<file path="src/rtl/dispWindowPkg.sv">
package dispWindowPkg;
  // Strobes passed from the control to the datapath
  typedef struct packed {
    logic loadStart;
    logic loadStop;
    logic loadHigh;
    logic explicitMode;
  } winStrobes_t;
endpackage

</file>
<file path="src/rtl/winCtrl.sv">
module winCtrl
  import dispWindowPkg::*;
(
  input  logic        clk,
  input  logic        rstN,
  input  logic        wrStart,
  input  logic        wrStop,
  input  logic        wrHigh,
  output winStrobes_t strobes
);
  logic explicitQ;

  // Extension write wins over a simultaneous corner write
  always_ff @(posedge clk or negedge rstN) begin
    if (!rstN)                  explicitQ <= 1'b0;
    else if (wrHigh)            explicitQ <= 1'b1;
    else if (wrStart || wrStop) explicitQ <= 1'b0;
  end

  always_comb begin
    strobes.loadStart    = wrStart;
    strobes.loadStop     = wrStop;
    strobes.loadHigh     = wrHigh;
    strobes.explicitMode = explicitQ;
  end

  a_r6_high_selects_explicit: assert property (@(posedge clk) disable iff (!rstN)
    wrHigh |=> strobes.explicitMode);

  a_r7_corner_write_reverts: assert property (@(posedge clk) disable iff (!rstN)
    ((wrStart || wrStop) && !wrHigh) |=> !strobes.explicitMode);
endmodule

</file>
<file path="src/rtl/winDatapath.sv">
module winDatapath
  import dispWindowPkg::*;
#(
  parameter int VPOS_W = 11,
  parameter int HPOS_W = 9,
  parameter int WORD_W = 16
) (
  input  logic              clk,
  input  logic              rstN,
  input  winStrobes_t       strobes,
  input  logic [WORD_W-1:0] wrData,
  input  logic [VPOS_W-1:0] vPos,
  input  logic [HPOS_W-1:0] hPos,
  output logic              winActive
);
  localparam int LOW_W    = WORD_W / 2;
  localparam int VEXT_W   = VPOS_W - LOW_W;
  localparam int STOP_OFS = 8;
  localparam int HBIT     = 5;

  logic [WORD_W-1:0] startReg, stopReg, highReg;
  logic [VPOS_W-1:0] vStartEff, vStopEff;
  logic [HPOS_W-1:0] hStartEff, hStopEff;
  logic              vOpen, hOpen;

  always_ff @(posedge clk or negedge rstN) begin
    if (!rstN) begin
      startReg <= '0;
      stopReg  <= '0;
      highReg  <= '0;
    end else begin
      if (strobes.loadStart) startReg <= wrData;
      if (strobes.loadStop)  stopReg  <= wrData;
      if (strobes.loadHigh)  highReg  <= wrData;
    end
  end

  // Effective corner positions
  always_comb begin
    if (strobes.explicitMode) begin
      vStartEff = {highReg[VEXT_W-1:0], startReg[WORD_W-1:LOW_W]};
      hStartEff = {highReg[HBIT], startReg[LOW_W-1:0]};
      vStopEff  = {highReg[STOP_OFS+VEXT_W-1:STOP_OFS], stopReg[WORD_W-1:LOW_W]};
      hStopEff  = {highReg[STOP_OFS+HBIT], stopReg[LOW_W-1:0]};
    end else begin
      vStartEff = {{VEXT_W{1'b0}}, startReg[WORD_W-1:LOW_W]};
      hStartEff = {1'b0, startReg[LOW_W-1:0]};
      vStopEff  = {{(VEXT_W-1){1'b0}}, ~stopReg[WORD_W-1], stopReg[WORD_W-1:LOW_W]};
      hStopEff  = {1'b1, stopReg[LOW_W-1:0]};
    end
  end

  // Per-axis latches: a stop match has priority over a start match
  always_ff @(posedge clk or negedge rstN) begin
    if (!rstN) begin
      vOpen <= 1'b0;
      hOpen <= 1'b0;
    end else begin
      if (vPos == vStopEff)       vOpen <= 1'b0;
      else if (vPos == vStartEff) vOpen <= 1'b1;
      if (hPos == hStopEff)       hOpen <= 1'b0;
      else if (hPos == hStartEff) hOpen <= 1'b1;
    end
  end

  assign winActive = vOpen & hOpen;

  a_r8_stop_line_closes: assert property (@(posedge clk) disable iff (!rstN)
    (vPos == vStopEff) |=> !winActive);

  a_r9_stop_pixel_closes: assert property (@(posedge clk) disable iff (!rstN)
    (hPos == hStopEff) |=> !winActive);

  a_r8_open_needs_start: assert property (@(posedge clk) disable iff (!rstN)
    $rose(vOpen) |-> ($past(vPos) == $past(vStartEff)));

  a_r3_inferred_start_low: assert property (@(posedge clk) disable iff (!rstN)
    (!strobes.explicitMode && vPos[VPOS_W-1:LOW_W] != '0 && !vOpen) |=> !vOpen);
endmodule

</file>
<file path="src/rtl/dispWindow.sv">
module dispWindow
  import dispWindowPkg::*;
#(
  parameter int VPOS_W = 11,
  parameter int HPOS_W = 9,
  parameter int WORD_W = 16
) (
  input  logic              clk,
  input  logic              rstN,
  input  logic              wrStart,
  input  logic              wrStop,
  input  logic              wrHigh,
  input  logic [WORD_W-1:0] wrData,
  input  logic [VPOS_W-1:0] vPos,
  input  logic [HPOS_W-1:0] hPos,
  output logic              winActive
);
  winStrobes_t strobes;

  winCtrl i_ctrl (
    .clk(clk), .rstN(rstN), .wrStart(wrStart), .wrStop(wrStop),
    .wrHigh(wrHigh), .strobes(strobes)
  );

  winDatapath #(.VPOS_W(VPOS_W), .HPOS_W(HPOS_W), .WORD_W(WORD_W)) i_dp (
    .clk(clk), .rstN(rstN), .strobes(strobes), .wrData(wrData),
    .vPos(vPos), .hPos(hPos), .winActive(winActive)
  );
endmodule

</file>
<file path="config.mk">
export PLATFORM = sky130hd
export DESIGN_NAME = dispWindow
export DESIGN_NICKNAME = d
export VERILOG_FILES = /design/src/rtl/dispWindowPkg.sv /design/src/rtl/winCtrl.sv /design/src/rtl/winDatapath.sv /design/src/rtl/dispWindow.sv
export SDC_FILE = /design/constraint.sdc
export NUM_CORES = 1
export LEC_CHECK = 0
export CORE_MARGIN = 3
export CORE_UTILIZATION = 35
export DETAILED_ROUTE_END_ITERATION = 6
export GPL_TIMING_DRIVEN = 0
export PLACE_DENSITY = 0.69
export RECOVER_POWER = 25
export SLEW_MARGIN = 15
export SYNTH_ARGS = -nofsm -noshare
export SYNTH_HDL_FRONTEND = slang
export SYNTH_HIERARCHICAL = 1
export SYNTH_SLANG_ARGS = --single-unit
</file>
<file path="constraint.sdc">
create_clock -name clk -period 1.65 [get_ports clk]
set_clock_uncertainty 0.1 [all_clocks]
set_input_delay 0.33 -clock clk [delete_from_list [all_inputs] [get_ports clk]]
set_output_delay 0.33 -clock clk [all_outputs]
set_load 0.05 [all_outputs]
</file>
# Word-level counts from Yosys, hierarchy flattened
# Index checks and enable logic that the tools add are counted.
# op_classes
eq_ne	4
bitwise	2
reduce_logical	4
mux	10
# ops
operator	n
11-bit equality test	2
11-bit 2-to-1 mux	2
9-bit equality test	2
9-bit 2-to-1 mux	2
1-bit 2-to-1 mux	6
2-bit nonzero test	3
1-bit bitwise AND	1
1-bit logical OR	1
1-bit NOT	1
# totals
wordCells	26
output_inout_bits	1
reg_bits	49

# Depth between registers and ports, before layout
# depth
word_depth	4
ltp_mapped	7
mapped_depth_nobuf	5

# Modules after synthesis
# Netlist, hierarchy kept.
# modules_own_cells
module	seq_area_each_um2	n_inst	area_per_inst_um2	cells_each
winDatapath	1051.0	1	2040.7	156
winCtrl	25.0	1	66.3	7

# Worst setup path after synthesis
# OpenSTA, ideal clock, no wires.
# synth_timing
kind	input to register
startpoint	input port wrStart
endpoint	register i_dp.startReg[10]
n_path_buf	3
setup_slack_ps	190
t_arrival_ps	1235
required_ps	1425
path_stages	4
setup_time_ps	125
cell_sequence	buf_4 clkbuf_1 buf_2 mux2_2
# synth_rtl
item	line_no	source
from (decl)	dispWindow.sv:10	input logic wrStart,
to (signal assigned)	winDatapath.sv:32	if (strobes.loadStart) startReg <= wrData;
to (decl)	winDatapath.sv:21	logic [WORD_W-1:0] startReg, stopReg, highReg;
# No word-level cell between the ends.

# Worst setup path after layout
# layout_timing
startpoint	input port wrStart
endpoint	register i_dp.startReg[9]
# No word-level cell between the ends.

==> results.cfg <==
[status]
status = completed

[hold_path]
hold_path_class = reg -> reg
whs_path_depth = 1

[synthesis]
synth_area_mm2 = 0.002107
synthTopCellsByArea = dfrtp_1, mux2_2, xor2_1, xnor2_1, nor4_1
synth_cell_types = 22
synth_mux_area_share_pct = 21.38
yosys.area_share.simple_pct = 5.582
ys_warn_count = 6
synth_top_family_by_area = multiplexers
yosysSeqAreaShare_pct = 51.07
yosysTopAreaCellShare_pct = 51.07
synth-xor-area-share_pct = 15.80
synth_compound_gate_area_share_pct = 3.563
yosysTopAreaCell = dfrtp_1
syn_nets = 204
synth_seq_cells = 43
syn_avg_cell_area_um2 = 12.93
synthAdderAreaFrac_pct = 0
synthCells = 163

[global_route]
grt_use_total_pct = 12.60
antenna_found_initial = 0
grt_pass1_wl_um = 7038
grt_max_degree = 35
grt_pass1_vias = 1489
gr-total-overflow = 0

[sta]
timing.final.crit_share_pct = 97.22
slew_viol_final = 0
hold_viol = 0
timing.fmax_mhz = 623.4
holdWs_ps = 396.5
tightest_slew_ps = 616.7
setup_viol = 0
rsz0062_at_grt = no
setup_tns_ps = 0
layout_min_cycle_time_ps = 1604
timing.slew.headroom_pct = 58.88
fin_ws_ps = 45.94

[detailed_routing]
drtIter0Drc = 32
routed_wl_um = 4139
routedWlPerCell_um = 14.73
ant_nets = 0
via_per_inst = 4.851
drcViolationCount = 0
vias = 1363
first_pass_iters = 4

[clocking]
cts_setup_buffers = 0
path_clk_slew_ps = 80
cts_sinks = 43
root_buffer = clkbuf_8
clk_latency_ps = 290
cts-htree-levels = 2
numCtsBuffers = 5
cts_tree = yes
clock_path_buffers = 2

[power_and_ir_drop]
power.share.clock_pct = 27.9
power.leakage_nw = 1.102
p_int_mw = 1.762
power_frac_seq_pct = 52.7
swShare_pct = 24.59
p_per_area_mw_per_mm2 = 862.5
power_switching_mw = 0.5744
power_frac_comb_pct = 19.3
peakVddDrop_mv = 0.3794

[floorplan]
std_cell_rows = 27
die-height_um = 83.59
die_w_um = 83.59
design.core.area_mm2 = 0.005675
die_area_mm2 = 0.006987
io_pins = 42
initial_core_util_pct = 37.13

[final_layout]
final_cell_mix = dfrtp_1, mux2_2, clkdlybuf4s50_1
layout_commonest_cell = dfrtp_1
layout-drive-gt1-share_pct = 26.79
syn_to_final_growth_pct = 28.56
nets = 250
diodes = 0
fin_util_pct = 47.73

[flow_run]
max_cap_viol_count = 0

[setup_path]
worst_setup_path_start_kind = input pin
cp-end-kind = flop
critical_path_required_ps = 1730
r2r_cells = 5
arrival_ps = 1680
crit_type = in -> reg
worst-path-max-fanout = 10

[placement]
pre_cts_ws_ps = -651.8
hpwlAfterDp_um = 3188
gp_congestion = 0.7622
io_buffers = 41
[cell type report]
cell class                 instances  area, um^2
timing repair buffer              43       432.9
tap                               72       90.09
sequential                        43        1076
buffer                             6       40.04
clock inverter                     1       5.005
multi-input combinational        110       982.2
clock buffer                       6       82.58
fill                             529        2967
[repair_timing]
action,4_1_cts,5_1_grt
setup endpoints to repair,22,9
hold buffers,1,0
cloned,0,0
hold endpoints to repair,9,0
resized for setup,5,1
[cell usage after synthesis]
cell,count
a21o_1,1
a22oi_1,2
a31o_1,1
a31oi_1,2
and2_1,1
and4bb_1,1
buf_2,2
buf_4,4
clkbuf_1,4
dfrtp_1,43
mux2_2,40
nand2_1,4
nand2b_1,1
nand3_1,2
nand4_1,2
nor2_1,3
nor4_1,7
o21ai_0,3
o22a_1,1
o31ai_1,1
xnor2_1,13
xor2_1,25
[state kept, by name, summed over array words and instances (netlist names)]
name and count:
i_ctrl/explicitQ 1, i_dp/hOpen 1, i_dp/highReg 8, i_dp/startReg 16, i_dp/stopReg 16, i_dp/vOpen 1
[power by group through the flow]
stage	logic, mW	clock network [mW]	registers [mW]
floorplan	0.263	0	1.24
global route	0.496	0.716	1.25
finish	0.452	0.652	1.23
global placement	0.444	0	1.25
detailed placement	0.456	0	1.25
CTS	0.457	0.681	1.23
[kinds of logic (layout without fill, tap and decap cells)]
| kind of cell | Yosys count | after routing |
|---|---|---|
| mux | 40 | 40 |
| compound gates | 11 | 11 |
| xor+xnor | 38 | 38 |
| simple gates | 21 | 21 |
| buf+inv | 10 | 56 |
| flops | 43 | 43 |
[path summary, 6_finish.rpt]
| kind | from | endpoint | slack (ps) |
|---|---|---|---|
| setup / recovery | wrStart | i_dp/startReg[9] | 50 |
| hold / removal | i_ctrl/explicitQ | i_ctrl/explicitQ | 400 |
| setup reg to reg | i_dp/highReg[1] | i_dp/vOpen | 150 |
| hold reg to reg | i_ctrl/explicitQ | i_ctrl/explicitQ | 400 |
| max in group asynchronous | rstN | i_dp/startReg[15] | 390 |
| min in group asynchronous | rstN | i_dp/stopReg[4] | 470 |
[routing by layer]
layer,GRT usage [%],up-vias,share of wire (%)
li1,-,656,-
met1,15.68,679,46
met2,21.19,24,49
met3,3.159,4,3.3
met4,4.386,0,1.2
met5,0,-,0
[worst max-delay path, cell delays in order]
cell and delay (ps):
clkdlybuf4s50_1 480, buf_4 180, buf_2 300, mux2_2 380
[metrics by stage]
stage | power, mW | area, um^2 | cells
after global placement | 1.694 | 2608 | 276
after global routing | 2.460 | 2709 | 281
after floorplan | 1.499 | 2107 | 163
final | 2.336 | 2709 | 281
after CTS | 2.371 | 2711 | 283
after detailed placement | 1.710 | 2623 | 277
(Power assumes the default switching activity.)
